**src/rtl/dss_pkg.sv**
```systemverilog
// Shared types for the shared-DAC converter sequencer.
// Assumes: one sequencer instance per DAC; states are one-per-phase.
package dss_pkg;

    // Phase of the word-period sequence.
    typedef enum logic [3:0] {
        ST_IDLE,
        ST_PB_HI,
        ST_PB_LO,
        ST_PB_SETTLE,
        ST_TRACK,
        ST_SAR_HI,
        ST_SAR_LO,
        ST_SAR_WAIT,
        ST_DONE
    } seq_state_t;

    // Largest of three cycle counts, used to size the shared wait counter.
    function automatic int unsigned max3(input int unsigned a, input int unsigned b,
                                         input int unsigned c);
        int unsigned m;
        m = (a > b) ? a : b;
        return (m > c) ? m : c;
    endfunction

endpackage

```
**src/rtl/dss_wc_detect.sv**
```systemverilog
// Word-clock start detector.
// Produces a one-cycle start strobe on the first cycle the active-low word
// clock is seen low after being high. Assumes wc_n is already synchronous
// to clk.
module dss_wc_detect (
    input  logic clk,
    input  logic rst_n,
    input  logic wc_n,
    output logic start
);

    logic wc_d;

    // Remember the previous word-clock level; reset treats it as idle-high.
    always_ff @(posedge clk) begin
        if (!rst_n) wc_d <= 1'b1;
        else        wc_d <= wc_n;
    end

    // A high-to-low transition marks the start of a word period.
    assign start = wc_d & ~wc_n;

    // A held-low word clock yields no second strobe.
    assert_single_start_R2: assert property (@(posedge clk) disable iff (!rst_n)
        start |=> !start);

endmodule

```
**src/rtl/dss_seq_ctrl.sv**
```systemverilog
// Sequencer for one word period of the shared DAC.
// Order: playback high/low byte load, deglitch settle, output track window,
// then DATA_W successive-approximation steps (trial load high, low, settle,
// compare), then a one-cycle done. A start strobe at any point restarts.
// Assumes all cycle-count parameters are at least 1.
module dss_seq_ctrl
    import dss_pkg::*;
#(
    parameter int unsigned DATA_W     = 16,
    parameter int unsigned DG_CYC     = 8,
    parameter int unsigned TRK_CYC    = 16,
    parameter int unsigned SETTLE_CYC = 16
) (
    input  logic                        clk,
    input  logic                        rst_n,
    input  logic                        start,
    output logic [$clog2(DATA_W)-1:0]   bit_idx,
    output logic                        step_sample,
    output logic                        step_last,
    output logic                        ld_hi,
    output logic                        ld_lo,
    output logic                        use_trial,
    output logic                        deglitch,
    output logic                        out_track,
    output logic                        in_hold,
    output logic                        done
);

    localparam int unsigned BIT_W   = $clog2(DATA_W);
    localparam int unsigned CNT_MAX = max3(DG_CYC, TRK_CYC, SETTLE_CYC);
    localparam int unsigned CNT_W   = $clog2(CNT_MAX + 1);
    localparam logic [BIT_W-1:0] TOP_BIT     = BIT_W'(DATA_W - 1);
    localparam logic [CNT_W-1:0] DG_LAST     = CNT_W'(DG_CYC - 1);
    localparam logic [CNT_W-1:0] TRK_LAST    = CNT_W'(TRK_CYC - 1);
    localparam logic [CNT_W-1:0] SETTLE_LAST = CNT_W'(SETTLE_CYC - 1);

    seq_state_t         state_q, state_d;
    logic [CNT_W-1:0]   cnt_q, cnt_d;
    logic [BIT_W-1:0]   bit_q, bit_d;

    // Next-state logic: start has priority over every phase.
    always_comb begin
        state_d = state_q;
        cnt_d   = cnt_q;
        bit_d   = bit_q;
        if (start) begin
            state_d = ST_PB_HI;
            cnt_d   = '0;
            bit_d   = TOP_BIT;
        end else begin
            case (state_q)
                ST_IDLE: ;
                ST_PB_HI: state_d = ST_PB_LO;
                ST_PB_LO: begin
                    state_d = ST_PB_SETTLE;
                    cnt_d   = '0;
                end
                ST_PB_SETTLE: begin
                    if (cnt_q == DG_LAST) begin
                        state_d = ST_TRACK;
                        cnt_d   = '0;
                    end else begin
                        cnt_d = cnt_q + 1'b1;
                    end
                end
                ST_TRACK: begin
                    if (cnt_q == TRK_LAST) begin
                        state_d = ST_SAR_HI;
                        cnt_d   = '0;
                    end else begin
                        cnt_d = cnt_q + 1'b1;
                    end
                end
                ST_SAR_HI: state_d = ST_SAR_LO;
                ST_SAR_LO: begin
                    state_d = ST_SAR_WAIT;
                    cnt_d   = '0;
                end
                ST_SAR_WAIT: begin
                    if (cnt_q == SETTLE_LAST) begin
                        cnt_d = '0;
                        if (bit_q == '0) begin
                            state_d = ST_DONE;
                        end else begin
                            state_d = ST_SAR_HI;
                            bit_d   = bit_q - 1'b1;
                        end
                    end else begin
                        cnt_d = cnt_q + 1'b1;
                    end
                end
                ST_DONE: state_d = ST_IDLE;
                default: state_d = ST_IDLE;
            endcase
        end
    end

    // State, wait counter and bit index registers with synchronous reset.
    always_ff @(posedge clk) begin
        if (!rst_n) begin
            state_q <= ST_IDLE;
            cnt_q   <= '0;
            bit_q   <= '0;
        end else begin
            state_q <= state_d;
            cnt_q   <= cnt_d;
            bit_q   <= bit_d;
        end
    end

    // Moore decode of the strobes and analog controls from the phase.
    always_comb begin
        ld_hi     = (state_q == ST_PB_HI) || (state_q == ST_SAR_HI);
        ld_lo     = (state_q == ST_PB_LO) || (state_q == ST_SAR_LO);
        use_trial = (state_q == ST_SAR_HI) || (state_q == ST_SAR_LO);
        deglitch  = (state_q == ST_PB_HI) || (state_q == ST_PB_LO) ||
                    (state_q == ST_PB_SETTLE);
        out_track = (state_q == ST_TRACK);
        in_hold   = (state_q == ST_SAR_HI) || (state_q == ST_SAR_LO) ||
                    (state_q == ST_SAR_WAIT);
        done      = (state_q == ST_DONE);
    end

    // Comparator is taken on the last settle cycle unless a restart wins.
    assign step_sample = (state_q == ST_SAR_WAIT) && (cnt_q == SETTLE_LAST) && !start;
    assign step_last   = (bit_q == '0);
    assign bit_idx     = bit_q;

    // High-byte load is always followed by the matching low-byte load.
    assert_hi_then_lo_R6: assert property (@(posedge clk) disable iff (!rst_n)
        (ld_hi && !start) |=> ld_lo);

    // Done is a single-cycle pulse.
    assert_done_pulse_R8: assert property (@(posedge clk) disable iff (!rst_n)
        done |=> !done);

    // Tracking only begins straight after the deglitch window.
    assert_track_after_deglitch_R4: assert property (@(posedge clk) disable iff (!rst_n)
        $rose(out_track) |-> $past(deglitch));

    // Comparator is only taken while the input is held.
    assert_sample_in_hold_R7: assert property (@(posedge clk) disable iff (!rst_n)
        step_sample |-> in_hold);

    // Without a start edge the idle sequencer stays idle.
    assert_idle_stays_R2: assert property (@(posedge clk) disable iff (!rst_n)
        (state_q == ST_IDLE && !start) |=> (state_q == ST_IDLE));

endmodule

```
**src/rtl/dss_sar_reg.sv**
```systemverilog
// Successive-approximation register.
// Holds the bits decided so far, forms the trial value with the current bit
// set, and on each compare keeps or drops that bit. The final compare loads
// the result register, which otherwise holds. Assumes bit_idx steps down.
module dss_sar_reg #(
    parameter int unsigned DATA_W = 16
) (
    input  logic                        clk,
    input  logic                        rst_n,
    input  logic                        clear,
    input  logic                        sample,
    input  logic                        last,
    input  logic [$clog2(DATA_W)-1:0]   bit_idx,
    input  logic                        comp_above,
    output logic [DATA_W-1:0]           trial,
    output logic [DATA_W-1:0]           result
);

    logic [DATA_W-1:0] sar_q;
    logic [DATA_W-1:0] bit_mask;
    logic [DATA_W-1:0] low_mask;
    logic [DATA_W-1:0] decided;

    // Mask of the bit under test and of the bits still undecided below it.
    assign bit_mask = {{(DATA_W-1){1'b0}}, 1'b1} << bit_idx;
    assign low_mask = bit_mask - 1'b1;
    assign trial    = sar_q | bit_mask;

    // Comparator above input drops the trial bit, otherwise it is kept.
    assign decided  = comp_above ? sar_q : trial;

    // Decided bits: cleared on a new cycle, updated on each compare.
    always_ff @(posedge clk) begin
        if (!rst_n)       sar_q <= '0;
        else if (clear)   sar_q <= '0;
        else if (sample)  sar_q <= decided;
    end

    // Published result: loaded only by the final compare.
    always_ff @(posedge clk) begin
        if (!rst_n)                 result <= '0;
        else if (sample && last)    result <= decided;
    end

    // Bits below the one under test are still undecided, i.e. zero.
    assert_low_bits_clear_R6: assert property (@(posedge clk) disable iff (!rst_n)
        sample |-> ((sar_q & low_mask) == '0));

endmodule

```
**src/rtl/dss_dac_port.sv**
```systemverilog
// DAC byte port.
// Captures the playback sample at the start of a cycle and drives the byte
// bus from either that sample or the current trial value, high byte with the
// high strobe and low byte with the low strobe; zero when no strobe is active.
module dss_dac_port #(
    parameter int unsigned BYTE_W = 8
) (
    input  logic                  clk,
    input  logic                  rst_n,
    input  logic                  capture,
    input  logic [2*BYTE_W-1:0]   play_sample,
    input  logic [2*BYTE_W-1:0]   trial,
    input  logic                  use_trial,
    input  logic                  sel_hi,
    input  logic                  sel_lo,
    output logic [BYTE_W-1:0]     dac_byte
);

    localparam int unsigned DATA_W = 2 * BYTE_W;

    logic [DATA_W-1:0] play_q;
    logic [DATA_W-1:0] src;

    // Playback sample register, loaded on the word-clock start.
    always_ff @(posedge clk) begin
        if (!rst_n)       play_q <= '0;
        else if (capture) play_q <= play_sample;
    end

    // Pick the word to send: trial during conversion, playback otherwise.
    assign src = use_trial ? trial : play_q;

    // Byte-lane select for the two DAC latches.
    always_comb begin
        if (sel_hi)      dac_byte = src[DATA_W-1:BYTE_W];
        else if (sel_lo) dac_byte = src[BYTE_W-1:0];
        else             dac_byte = '0;
    end

    // The two latch strobes never coincide.
    assert_one_lane_R3: assert property (@(posedge clk) disable iff (!rst_n)
        !(sel_hi && sel_lo));

endmodule

```
**src/rtl/dac_share_seq.sv**
```systemverilog
// Shared-DAC audio converter sequencer, top level.
// Each word period: play back one sample through the DAC, then use the DAC
// as the trial source for a successive-approximation conversion against an
// external comparator. Assumes wc_n and comp_above are synchronous to clk.
module dac_share_seq #(
    parameter int unsigned BYTE_W     = 8,
    parameter int unsigned DG_CYC     = 8,
    parameter int unsigned TRK_CYC    = 16,
    parameter int unsigned SETTLE_CYC = 16
) (
    input  logic                  clk,
    input  logic                  rst_n,
    input  logic                  wc_n,
    input  logic [2*BYTE_W-1:0]   play_sample,
    input  logic                  comp_above,
    output logic [BYTE_W-1:0]     dac_byte,
    output logic                  ld_hi,
    output logic                  ld_lo,
    output logic                  deglitch,
    output logic                  out_track,
    output logic                  in_hold,
    output logic [2*BYTE_W-1:0]   adc_word,
    output logic                  adc_done
);

    localparam int unsigned DATA_W = 2 * BYTE_W;
    localparam int unsigned BIT_W  = $clog2(DATA_W);

    logic              start;
    logic [BIT_W-1:0]  bit_idx;
    logic              step_sample;
    logic              step_last;
    logic              use_trial;
    logic [DATA_W-1:0] trial;

    dss_wc_detect u_wc (
        .clk   (clk),
        .rst_n (rst_n),
        .wc_n  (wc_n),
        .start (start)
    );

    dss_seq_ctrl #(
        .DATA_W     (DATA_W),
        .DG_CYC     (DG_CYC),
        .TRK_CYC    (TRK_CYC),
        .SETTLE_CYC (SETTLE_CYC)
    ) u_ctrl (
        .clk         (clk),
        .rst_n       (rst_n),
        .start       (start),
        .bit_idx     (bit_idx),
        .step_sample (step_sample),
        .step_last   (step_last),
        .ld_hi       (ld_hi),
        .ld_lo       (ld_lo),
        .use_trial   (use_trial),
        .deglitch    (deglitch),
        .out_track   (out_track),
        .in_hold     (in_hold),
        .done        (adc_done)
    );

    dss_sar_reg #(
        .DATA_W (DATA_W)
    ) u_sar (
        .clk        (clk),
        .rst_n      (rst_n),
        .clear      (start),
        .sample     (step_sample),
        .last       (step_last),
        .bit_idx    (bit_idx),
        .comp_above (comp_above),
        .trial      (trial),
        .result     (adc_word)
    );

    dss_dac_port #(
        .BYTE_W (BYTE_W)
    ) u_port (
        .clk         (clk),
        .rst_n       (rst_n),
        .capture     (start),
        .play_sample (play_sample),
        .trial       (trial),
        .use_trial   (use_trial),
        .sel_hi      (ld_hi),
        .sel_lo      (ld_lo),
        .dac_byte    (dac_byte)
    );

    // The result stays put after it is presented.
    assert_result_holds_R8: assert property (@(posedge clk) disable iff (!rst_n)
        adc_done |=> $stable(adc_word));

    // Done directly follows the held conversion phase.
    assert_done_after_hold_R5: assert property (@(posedge clk) disable iff (!rst_n)
        $rose(adc_done) |-> $past(in_hold));

    // Output tracking and input hold never overlap.
    assert_track_hold_apart_R5: assert property (@(posedge clk) disable iff (!rst_n)
        !(out_track && in_hold));

endmodule

```
**config.mk**
```make
export PLATFORM = sky130hd
export DESIGN_NAME = dac_share_seq
export DESIGN_NICKNAME = d
export VERILOG_FILES = /design/src/rtl/dss_pkg.sv /design/src/rtl/dss_wc_detect.sv /design/src/rtl/dss_seq_ctrl.sv /design/src/rtl/dss_sar_reg.sv /design/src/rtl/dss_dac_port.sv /design/src/rtl/dac_share_seq.sv
export SDC_FILE = /design/constraint.sdc
export NUM_CORES = 1
export LEC_CHECK = 0
export ABC_AREA = 1
export CELL_PAD_IN_SITES_DETAIL_PLACEMENT = 1
export CELL_PAD_IN_SITES_GLOBAL_PLACEMENT = 1
export CORE_MARGIN = 4
export CORE_UTILIZATION = 38
export CTS_CLUSTER_DIAMETER = 30
export DETAILED_ROUTE_END_ITERATION = 16
export PLACE_DENSITY_LB_ADDON = 0.1
export SKIP_LAST_GASP = 1
export SYNTH_ARGS = -nofsm -noshare
export SYNTH_HDL_FRONTEND = slang
export SYNTH_SLANG_ARGS = --single-unit
```
**constraint.sdc**
```tcl
create_clock -name clk -period 1.76 [get_ports clk]
set_input_delay 0.352 -clock clk [delete_from_list [all_inputs] [get_ports clk]]
set_output_delay 0.352 -clock clk [all_outputs]
set_load 0.05 [all_outputs]
```
==> results of run 1 <==
[layout make-up]
class                      count  area, um^2
timing repair buffer         102        1080
timing repair inverter         3        23.8
sequential                    62        1260
clock buffer                  12         145
tap                          102         128
multi-input combinational    294        1820
clock inverter                 4        21.3
fill                         935        3090
inverter                      50         198
[state kept, by name, summed over array words and instances, names as in the netlist]
signal	flops
u_ctrl.bit_idx	4
u_ctrl.cnt_q	5
u_ctrl.state_q	4
u_port.play_q	16
u_sar.result	16
u_sar.sar_q	16
u_wc.wc_d	1
[report_power, final]
part           internal [uW]  switching, uW  leakage (uW)
Sequential              1440           32.7      0.000510
Combinational            227            302       0.00137
Clock                    544            591     0.0000905
Total                   2210            925       0.00197
[metal layers]
| metal | routed length, um | up-vias | GRT usage, % | part of all wire, % |
|---|---|---|---|---|
| li1 | - | 1597 | - | - |
| met1 | 4770 | 1589 | 28.8 | 44 |
| met2 | 5350 | 96 | 37.8 | 49 |
| met3 | 605 | 21 | 4.21 | 5.5 |
| met4 | 224 | 0 | 7.99 | 2.0 |
| met5 | 0 | - | 0 | 0 |
[cell families (layout without fill, tap and decap cells)]
family                   after synthesis  count (layout)  synth area share, %
XOR/XNOR                               3               3                0.859
flip-flops                            62              62                 40.6
AO/OA/AOI/OAI                        111             111                 20.4
buffers and inverters                 67             171                 9.57
AND/OR/NAND/NOR                      171             172                 25.3
adder cells (fa/ha/maj)                8               8                 3.27
[critical path, stage by stage, from the launching register on]
cell and delay [ns]:
dfxtp_4 0.42, nor2_4 0.06, nor2_4 0.17, nand2_8 0.12
inv_8 0.09, nand3_1 0.07, o211ai_1 0.16, o21ai_4 0.12
buf_12 0.16
[layout by cell type (no fill, tap or decap), drive strengths merged]
cell type	synthesis	final
dfxtp	62	62
buf	11	83
inv	49	53
nand2	40	41
nor2	88	88
nor3	6	6
a31oi	1	1
clkdlybuf4s50	0	19
or2	1	1
nand3	34	34
xor2	3	3
o211ai	11	11
and3	1	1
o22ai	1	1
ha	8	8
a21oi	23	23
a211oi	10	10
clkbuf	6	12
o21ai	65	65
nand4	1	1
clkinv	1	4
[timing repair]
item / in CTS / in global routing
pin swaps: 12 / 12
setup buffers: 6 / 8
hold buffers: 0 / 0
gates resized for setup: 52 / 29
endpoints found under the setup margin: 24 / 39
gates cloned: 6 / 1
[stage by stage]
step                      setup WS [ns]  cells  util, %  hold slack (ns)
after floorplan                  -0.232    422        -            0.449
after global placement          -0.0209    594     52.9            0.460
after detailed placement        -0.0795    594     52.9            0.474
after CTS                        -0.295    621     58.5            0.488
after global routing             -0.386    629     60.2            0.519
final                            -0.328    629     60.2            0.491
[worst max path at each step]
stage | slack (ns) | cells after the start | to | startpoint
3_5_place_dp | -0.08 | 7 | dac_byte[0] | u_ctrl.state_q[2]
6_report | -0.33 | 8 | dac_byte[6] | u_ctrl.state_q[0]
4_1_cts | -0.29 | 7 | dac_byte[7] | u_ctrl.state_q[0]
3_3_place_gp | -0.02 | 7 | dac_byte[0] | u_ctrl.bit_idx[1]
5_1_grt | -0.39 | 7 | dac_byte[6] | u_ctrl.bit_idx[0]
2_1_floorplan | -0.23 | 8 | dac_byte[3] | u_ctrl.state_q[3]
==> summary.md, run 1 <==
| Metric | Value |
|---|---|
| Share of cells above drive strength 1 | `between 30% and 40%` |
| R2R depth | `11` |
| EDFF count, synth | `0` |
| Vias in the first global route | `3,451` |
| Count of final setup violators | `10` |
| Reg-to-Reg Start | `u_ctrl.state_q[2]` |
| GPL Wtd Cong | `0.877` |
| Max clock buf depth | `2` |
| Antenna violations before repair | `0` |
| Critical Path RT | `approximately 1.4 ns` |
| CTS sink count | `62` |
| Die H | `between 90 and 100 um` |
| Mapped Nets | `450` |
| Post-synthesis cell type count | `34` |
| RSZ-0062 raised after global routing | `yes` |
| Worst Setup Slack, final | `-0.328 ns` |
| Placed Area | `0.00411 mm^2` |
| Post-layout nets | `550` |
| Most frequent cells after synthesis | `nor2_1, dfxtp_1, o21ai_0, inv_1, nand2_1` |
| Syn_area_per_cell | `a little over 7 um^2` |
| Largest cells by area after synthesis | `dfxtp_1, nor2_1, o21ai_0` |
| Final HPWL from detailed placement | `6980 um` |
| Hold crit path type | `reg2reg` |
| Clk_skew | `0.0120 ns` |
| Post-synth top area share | `approximately 41%` |
| Ys flop type | `dfxtp_1` |
| Slew Limit Fails | `0` |
| Worst EP arrival | `roughly 1.7 ns` |
| LEAKAGE | `0.00197 uW` |
| Worst-path maximum fanout | `6` |
| WS Path Type | `reg2out` |
| Hold Path Sink | `u_sar.sar_q[11]` |
| IO Pins | `50` |
| H-Tree Depth | `3` |
| IO buf count | `just under 50` |
| Final Cell Area | `0.00468 mm^2` |
| Site Rows | `32` |
| Tot Pwr | `roughly 3100 uW` |
| Total GRT Usage | `between 20 and 25%` |
| 1st-pass router iterations | `4` |
| Routed WL | `approximately 11,000 um` |
| Remaining global-route overflow | `0` |
| Hold path start | `u_sar.sar_q[11]` |
| Post-Synthesis Cell Area | `~0.0031 mm^2` |
| Least-Margin Pin Slew | `around 0.4 ns` |
| Worst setup SP type | `flop` |
| Max cap viols | `0` |
| Post-synthesis async set-or-reset flop share | `0%` |
| Cells after Synth | `roughly 420` |
| Count leader, synth | `nor2_1` |
| Initial Util | `39.4%` |
| Ys Warns | `0` |
| Layout Area Growth over Synthesis | `52.9%` |
| # diodes | `0` |
| Clk_lat worst skew | `approximately 0.35 ns` |
| Final TNS setup | `-2.67 ns` |
| Via density | `about 5.3` |
| FMAX | `~480 MHz` |
| Drt wl/cell | `around 17 um` |
| Largest net degree at the start of global routing | `35` |
| Via count | `3,303` |
| Outcome | `finished, violations left` |
| Register area share after synthesis | `between 40% and 50%` |
| TritonCTS clock tree | `done` |
| Power Dens Cells | `roughly 670 mW/mm^2` |
| Full die area | `about 0.0096 mm^2` |
| Worst Setup End Kind | `primary output` |
| DRC | `0` |
| Worst VDD drop | `332 uV` |
| Starting DRT DRC Count | `around 120` |
| Reg clk slew, reported paths | `0.07 ns` |
| R2r endpoint | `u_ctrl.cnt_q[0]` |
| Routed Antenna Nets | `0` |
| Clock Tree Root | `clkbuf_8` |
| Width of the die | `about 98 um` |
| Core region area | `around 0.0078 mm^2` |
| Clock buffer count from CTS | `9` |
| Max_slew headroom | `between 70 and 80%` |
| Flop2flop setup slack | `0.02 ns` |
| Leading area contributor after synthesis | `dfxtp_1` |
| Hold Path Stages | `2` |
| Tmin final | `2.09 ns` |
| First-pass GRT wire length | `around 17,000 um` |
| Failing checks | `setup timing` |
| Final period utilization | `119%` |
| Number of hold violations in the final report | `0` |
| FF+latch count, synth | `just over 60` |
Power figures use the tool's default switching activity.
==> run 2: changes to the inputs <==
--- a/config.mk
+++ b/config.mk
@@ -11,6 +11,7 @@
 export CORE_MARGIN = 4
 export CORE_UTILIZATION = 38
 export CTS_CLUSTER_DIAMETER = 30
+export CTS_CLUSTER_SIZE = 30
 export DETAILED_ROUTE_END_ITERATION = 16
 export PLACE_DENSITY_LB_ADDON = 0.1
 export SKIP_LAST_GASP = 1
==> results of run 2 <==
Same layout as run 1: the final DEF is identical, and so are final timing and power.
